==> config.mk <==
export PLATFORM = sky130hd
export DESIGN_NAME = pic8_ctrl
export DESIGN_NICKNAME = d
export VERILOG_FILES = /design/src/rtl/pic8_pkg.sv /design/src/rtl/pic8_prio.sv /design/src/rtl/pic8_cmd.sv /design/src/rtl/pic8_ctrl.sv
export SDC_FILE = /design/constraint.sdc
export NUM_CORES = 1
export LEC_CHECK = 0
export BUFFER_PORTS_ARGS = -buffer_cell sky130_fd_sc_hd__buf_2
export CAP_MARGIN = 20
export CORE_ASPECT_RATIO = 0.9
export CORE_MARGIN = 2
export CORE_UTILIZATION = 55
export CTS_BUF_LIST = sky130_fd_sc_hd__clkbuf_4 sky130_fd_sc_hd__clkbuf_8
export DETAILED_ROUTE_END_ITERATION = 10
export PLACE_DENSITY = 0.75
export SYNTH_ARGS = -nofsm -noshare
export SYNTH_HDL_FRONTEND = slang
export SYNTH_HIERARCHICAL = 1
export SYNTH_SLANG_ARGS = --single-unit
==> constraint.sdc <==
create_clock -name clk -period 5.1 [get_ports clk]
set_input_delay 0.765 -clock clk [delete_from_list [all_inputs] [get_ports clk]]
set_output_delay 0.765 -clock clk [all_outputs]
set_load 0.1 [all_outputs]
==> src/rtl/pic8_pkg.sv <==
package pic8_pkg;
  localparam int LINES = 8;
  localparam int IDX_W = $clog2(LINES);
  localparam int VEC_W = 8;
  localparam int BASE_W = VEC_W - IDX_W;

  typedef enum logic [1:0] {
    ST_IDLE = 2'd0,
    ST_BASE = 2'd1,
    ST_MAP  = 2'd2,
    ST_MODE = 2'd3
  } setup_st_e;

  typedef enum logic [2:0] {
    OP_ROT_AEOI_CLR = 3'b000,
    OP_EOI_NS       = 3'b001,
    OP_NOP          = 3'b010,
    OP_EOI_SP       = 3'b011,
    OP_ROT_AEOI_SET = 3'b100,
    OP_ROT_EOI_NS   = 3'b101,
    OP_SET_PRIO     = 3'b110,
    OP_ROT_EOI_SP   = 3'b111
  } op_e;

  typedef struct packed {
    logic              edge_mode;
    logic              single;
    logic              aeoi;
    logic              rot_aeoi;
    logic [BASE_W-1:0] base;
    logic [LINES-1:0]  slave_map;
    logic [LINES-1:0]  mask;
  } cfg_t;
endpackage

==> src/rtl/pic8_prio.sv <==
module pic8_prio
  import pic8_pkg::*;
(
  input  logic [LINES-1:0] req,
  input  logic [IDX_W-1:0] bottom,
  output logic             any,
  output logic [IDX_W-1:0] win,
  output logic [IDX_W-1:0] rank
);
  // Scan upward in rank from the lowest-priority line; the last hit wins.
  always_comb begin
    win  = bottom;
    rank = '0;
    for (int k = 0; k < LINES; k++) begin
      if (req[bottom + IDX_W'(k)]) begin
        win  = bottom + IDX_W'(k);
        rank = IDX_W'(k);
      end
    end
  end

  assign any = |req;
endmodule

==> src/rtl/pic8_cmd.sv <==
module pic8_cmd
  import pic8_pkg::*;
(
  input  logic             clk,
  input  logic             rst_n,
  input  logic             wr_en,
  input  logic             wr_addr,
  input  logic [VEC_W-1:0] wr_data,
  output cfg_t             cfg,
  output logic             op_stb,
  output op_e              op_code,
  output logic [IDX_W-1:0] op_lvl
);
  setup_st_e         st_q;
  logic              need_mode_q;
  logic              edge_q, single_q, aeoi_q, rot_q;
  logic [BASE_W-1:0] base_q;
  logic [LINES-1:0]  map_q, mask_q;
  logic              start_wr;

  assign start_wr = wr_en && !wr_addr && wr_data[4];
  // Run-time commands are only decoded outside setup.
  assign op_stb  = wr_en && !wr_addr && !wr_data[4] && !wr_data[3] && (st_q == ST_IDLE);
  assign op_code = op_e'(wr_data[7:5]);
  assign op_lvl  = wr_data[IDX_W-1:0];

  always_ff @(posedge clk) begin
    if (!rst_n) begin
      st_q        <= ST_IDLE;
      need_mode_q <= 1'b0;
      edge_q      <= 1'b1;
      single_q    <= 1'b1;
      aeoi_q      <= 1'b0;
      rot_q       <= 1'b0;
      base_q      <= '0;
      map_q       <= '0;
      mask_q      <= '0;
    end else if (start_wr) begin
      mask_q      <= '0;
      edge_q      <= wr_data[3];
      single_q    <= wr_data[1];
      need_mode_q <= wr_data[0];
      if (!wr_data[0]) aeoi_q <= 1'b0;
      st_q        <= ST_BASE;
    end else if (wr_en && wr_addr) begin
      case (st_q)
        ST_IDLE: mask_q <= wr_data[LINES-1:0];
        ST_BASE: begin
          base_q <= wr_data[VEC_W-1:IDX_W];
          st_q   <= ST_MAP;
        end
        ST_MAP: begin
          map_q <= wr_data[LINES-1:0];
          st_q  <= need_mode_q ? ST_MODE : ST_IDLE;
        end
        default: begin
          aeoi_q <= wr_data[1];
          st_q   <= ST_IDLE;
        end
      endcase
    end else if (op_stb) begin
      if (op_code == OP_ROT_AEOI_CLR) rot_q <= 1'b0;
      if (op_code == OP_ROT_AEOI_SET) rot_q <= 1'b1;
    end
  end

  always_comb begin
    cfg.edge_mode = edge_q;
    cfg.single    = single_q;
    cfg.aeoi      = aeoi_q;
    cfg.rot_aeoi  = rot_q;
    cfg.base      = base_q;
    cfg.slave_map = map_q;
    cfg.mask      = mask_q;
  end
endmodule

==> src/rtl/pic8_ctrl.sv <==
module pic8_ctrl
  import pic8_pkg::*;
#(
  parameter bit HAS_SLAVE = 1'b1
) (
  input  logic             clk,
  input  logic             rst_n,
  input  logic [LINES-1:0] irq_in,
  input  logic             cfg_valid,
  output logic             cfg_ready,
  input  logic             cfg_addr,
  input  logic [VEC_W-1:0] cfg_data,
  output logic             int_out,
  input  logic             ack,
  output logic             vec_valid,
  output logic [VEC_W-1:0] vec_data,
  output logic             casc_ack,
  input  logic             casc_vec_valid,
  input  logic [VEC_W-1:0] casc_vec
);
  cfg_t             cfg_q;
  logic             op_stb;
  op_e              op_code;
  logic [IDX_W-1:0] op_lvl;
  logic             wr_en;

  assign cfg_ready = 1'b1;
  assign wr_en     = cfg_valid && cfg_ready;

  pic8_cmd u_cmd (
    .clk     (clk),
    .rst_n   (rst_n),
    .wr_en   (wr_en),
    .wr_addr (cfg_addr),
    .wr_data (cfg_data),
    .cfg     (cfg_q),
    .op_stb  (op_stb),
    .op_code (op_code),
    .op_lvl  (op_lvl)
  );

  logic [LINES-1:0] mask_q;
  logic             aeoi_q, single_q, edge_q;
  assign mask_q   = cfg_q.mask;
  assign aeoi_q   = cfg_q.aeoi;
  assign single_q = cfg_q.single;
  assign edge_q   = cfg_q.edge_mode;

  logic [LINES-1:0] irq_q, irr, isr, irr_nx, isr_nx, eligible, ack_sel, isr_clr;
  logic [IDX_W-1:0] bottom, bottom_nx;
  logic             req_any, isr_any;
  logic [IDX_W-1:0] req_win, req_rank, isr_win, isr_rank;
  logic             waiting, ack_take, ack_hit, to_slave;
  logic [VEC_W-1:0] local_vec;

  assign eligible = irr & ~mask_q;

  pic8_prio u_req_prio (
    .req    (eligible),
    .bottom (bottom),
    .any    (req_any),
    .win    (req_win),
    .rank   (req_rank)
  );

  pic8_prio u_isr_prio (
    .req    (isr),
    .bottom (bottom),
    .any    (isr_any),
    .win    (isr_win),
    .rank   (isr_rank)
  );

  assign int_out  = req_any && (!isr_any || (req_rank > isr_rank));
  assign ack_take = ack && !waiting;
  assign ack_hit  = ack_take && req_any;
  assign to_slave = ack_hit && HAS_SLAVE && !single_q && cfg_q.slave_map[req_win];
  assign ack_sel  = ack_hit ? (LINES'(1) << req_win) : '0;
  assign local_vec = req_any ? {cfg_q.base, req_win} : {cfg_q.base, {IDX_W{1'b1}}};

  // Per-line request capture, edge or level.
  for (genvar g = 0; g < LINES; g++) begin : g_req
    assign irr_nx[g] = edge_q ? ((irr[g] & ~ack_sel[g]) | (irq_in[g] & ~irq_q[g]))
                              : irq_in[g];
  end

  always_comb begin
    isr_clr   = '0;
    bottom_nx = bottom;
    if (ack_hit && aeoi_q && cfg_q.rot_aeoi) bottom_nx = req_win;
    if (op_stb) begin
      case (op_code)
        OP_EOI_NS, OP_ROT_EOI_NS: begin
          if (isr_any) begin
            isr_clr = LINES'(1) << isr_win;
            if (op_code == OP_ROT_EOI_NS) bottom_nx = isr_win;
          end
        end
        OP_EOI_SP, OP_ROT_EOI_SP: begin
          isr_clr = LINES'(1) << op_lvl;
          if (op_code == OP_ROT_EOI_SP) bottom_nx = op_lvl;
        end
        OP_SET_PRIO: bottom_nx = op_lvl;
        default: ;
      endcase
    end
    isr_nx = (isr | (aeoi_q ? '0 : ack_sel)) & ~isr_clr;
  end

  always_ff @(posedge clk) begin
    if (!rst_n) begin
      irq_q     <= '0;
      irr       <= '0;
      isr       <= '0;
      bottom    <= '0;
      waiting   <= 1'b0;
      vec_valid <= 1'b0;
      vec_data  <= '0;
      casc_ack  <= 1'b0;
    end else begin
      irq_q     <= irq_in;
      irr       <= irr_nx;
      isr       <= isr_nx;
      bottom    <= bottom_nx;
      vec_valid <= 1'b0;
      casc_ack  <= 1'b0;
      if (ack_take) begin
        if (to_slave) begin
          casc_ack <= 1'b1;
          waiting  <= 1'b1;
        end else begin
          vec_valid <= 1'b1;
          vec_data  <= local_vec;
        end
      end else if (waiting && casc_vec_valid) begin
        vec_valid <= 1'b1;
        vec_data  <= casc_vec;
        waiting   <= 1'b0;
      end
    end
  end
endmodule

==> flow_metrics.py <==
metrics = {
    "status": {
        "status": "finished clean",
    },
    "yosys": {
        "synthArstFlopShare": 0,
        "synthTopCellsByCount": "nand2_1 (67), dfxtp_1 (66), nor2_1 (48)",
        "ys_top_cells_by_area": "dfxtp_1 (29%), mux2i_1 (7.8%), mux4_2 (6.9%)",
        "syn_inst": 537,
        "yosysMostFrequentCell": "nand2_1",
        "seq_area_frac_synth": 0.288,
        "yosysWarnings": 6,
        "synth_nets": 578,
        "yosys.area.top_type": "dfxtp_1",
        "synth_edf_count": 0,
        "synth.top_cell.area_share": 0.288,
        "syn_area_um2": 4590,
        "syn_avg_cell_area_um2": 8.55,
        "synth_flop_cell": "dfxtp_1",
        "ys_types": 63,
        "synth-seq-cells": 66,
    },
    "floorplan": {
        "core_um2": 8070,
        "io_pins": 42,
        "die_width_um": 100,
        "die_y_um": 90.7,
        "die_area_um2": 9100,
        "initial_core_util": 0.569,
        "std_cell_rows": 31,
    },
    "sta": {
        "clock_skew_ns": 0.00695,
        "worstMarginPinSlew_ns": 0.604,
        "holdWs_ns": 0.461,
        "setup_ws_ns": 0.582,
        "setup_viol": 0,
        "hold_viol_final": 0,
        "period_minus_slack_ns": 4.52,
        "tns_ns": 0,
        "max_slew_margin": 0.597,
        "maxSlewViolCount": 0,
        "max_freq_mhz": 221,
        "rsz0062_at_grt": "false",
        "fin_crit_sh": 0.886,
    },
    "clock_network": {
        "ctsResizeCount": 0,
        "cts_hold_buffers": 0,
        "insertion_delay_ns": 0.35,
        "cts_buffers": 9,
        "root_buffer": "clkbuf_8",
        "post-cts-setup-buffer-count": 0,
        "cts_max_level": 3,
        "cts_tree": "built",
        "path_clk_slew_ns": 0.07,
        "ctsLongestPathBuffers": 2,
        "cts_sinks": 66,
    },
    "worst_setup_path": {
        "end_kind": "primary output",
        "cp.arrival_ns": 3.75,
        "r2r_cells": 12,
        "required_ns": 4.34,
        "worst_path_max_delay_cell": "buf_2",
        "cp_max_fo": 11,
        "critPathKind": "reg2out",
        "cp_cell_sequence": "buf_4 -> inv_1 -> ha_1 -> mux4_2 -> mux2_4 -> nor2_1 -> o32ai_1 -> nand2_1 -> inv_1 -> ha_1 -> nor2b_1 -> o21a_1 -> o21ai_0 -> a21oi_2 -> buf_2",
        "worstSetupStartpointType": "flop",
        "slowest_delay_ns": 0.44,
    },
    "routing": {
        "initialDrtViolationCount": 288,
        "wire_per_inst_um": 17.5,
        "first_pass_iters": 5,
        "vias": 4142,
        "drc": 0,
        "vias_per_cell": 6.26,
        "ant_nets": 0,
        "wirelength_um": 11600,
    },
    "job": {
        "maxCapViolCount": 0,
    },
    "pwr": {
        "leakagePower_nw": 2.08,
        "peakVddDrop_mv": 0.229,
        "p_per_area_nw_per_um2": 318,
    },
    "min_path": {
        "hp-class": "reg2reg",
        "hold_depth": 2,
    },
    "global_route": {
        "grt_max_degree": 35,
        "grt_first_pass_wirelength_um": 19400,
        "grt-ovfl-total": 0,
        "antenna_found_initial": 0,
        "grt_use_total": 0.263,
        "grt_pass1_vias": 4026,
    },
    "cells_and_area": {
        "fin_nets": 599,
        "layout-drive-gt1-share": 0.185,
        "n_fill_cell": 686,
        "diodes": 0,
        "syn_to_final_growth_pct": 8.01,
        "final_cells": 662,
    },
    "place": {
        "pre_cts_ws_ns": 0.968,
        "placed_cells": 646,
        "portBuffers": 40,
        "place_congestion": 0.898,
        "dpl.hpwl_um": 8410,
    },
}
## sequential cells by signal, summed over array words and instances, names as in the netlist
name / flops
isr: 8
u_cmd/base_q: 5
u_cmd/map_q: 8
u_cmd/st_q: 2
irr: 8
vec_data: 8
casc_ack: 1
u_cmd/mask_q: 8
u_cmd/edge_q: 1
bottom: 3
u_cmd/single_q: 1
vec_valid: 1
u_cmd/aeoi_q: 1
u_cmd/need_mode_q: 1
irq_q: 8
u_cmd/rot_q: 1
waiting: 1
## per-layer routing
layer / share of wire / up-vias / GRT usage
met5: 0 / - / 0
met4: 0.027 / 0 / 0.0970
met3: 0.073 / 33 / 0.0457
met2: 0.46 / 184 / 0.422
met1: 0.44 / 1940 / 0.355
li1: - / 1985 / -
## critical path, delay by kind of cell, from the launching register on
| family | cells | cell delay, ns |
|---|---|---|
| flops | 1 | 0.33 |
| buf+inv | 4 | 0.78 |
| compound gates | 4 | 0.51 |
| simple gates | 3 | 0.40 |
| mux | 2 | 0.72 |
| fa+ha+maj | 2 | 0.67 |
## where the power goes
part	total [W]	switching, W	internal, W	leakage [nW]
sequential	0.000565	0.0000220	0.000543	0.540
clock	0.000500	0.000211	0.000289	0.112
combinational	0.000510	0.000336	0.000174	1.43
total	0.00158	0.000569	0.00101	2.08
## cell type report
cell class	count	area, µm²	area share
clock buffer	10	138	0.0277
inverter	17	63.8	0.0129
clock inverter	6	90.1	0.0182
sequential	66	1320	0.266
tap	99	124	0.0250
multi-input combinational	415	2960	0.596
timing repair buffer	49	268	0.0540
## stage by stage
stage	power (W)	util	area, µm²
after floorplan	0.000975	-	4600
after global placement	0.00107	0.587	4730
after detailed placement	0.00108	0.587	4730
after CTS	0.00157	0.615	4960
after global routing	0.00165	0.615	4960
final	0.00158	0.615	4960
## worst paths after layout
kind | endpoint | from | slack [ns]
max | int_out | bottom[0] | 0.58
min | vec_data[2] | vec_data[2] | 0.46
max reg2reg | vec_data[3] | bottom[0] | 1.03
min reg2reg | vec_data[2] | vec_data[2] | 0.46
## layout by cell type, fill, tap and decap left out, types with 11 or more instances in the layout
cell type  synthesis  final
a21oi_1           34     33
and2_1            16     16
buf_2              5     40
dfxtp_1           66     66
ha_1              11     11
inv_1             17     17
mux2i_1           36     36
mux4_2            14     14
nand2_1           67     67
nand3_1           18     18
nor2_1            48     48
nor2b_1           12     12
o21ai_0           11     11
## cells by family (layout without fill, tap and decap cells)
group | Yosys count | in the layout | synth area share
xor+xnor | 12 | 12 | 0.0229
flops | 66 | 66 | 0.288
buf+inv | 56 | 82 | 0.0695
compound gates | 115 | 115 | 0.171
fa+ha+maj | 11 | 11 | 0.0300
other cells | 1 | 1 | 0.000816
mux | 65 | 65 | 0.186
simple gates | 211 | 211 | 0.233
No activity file was read; power rests on OpenSTA's default activity.
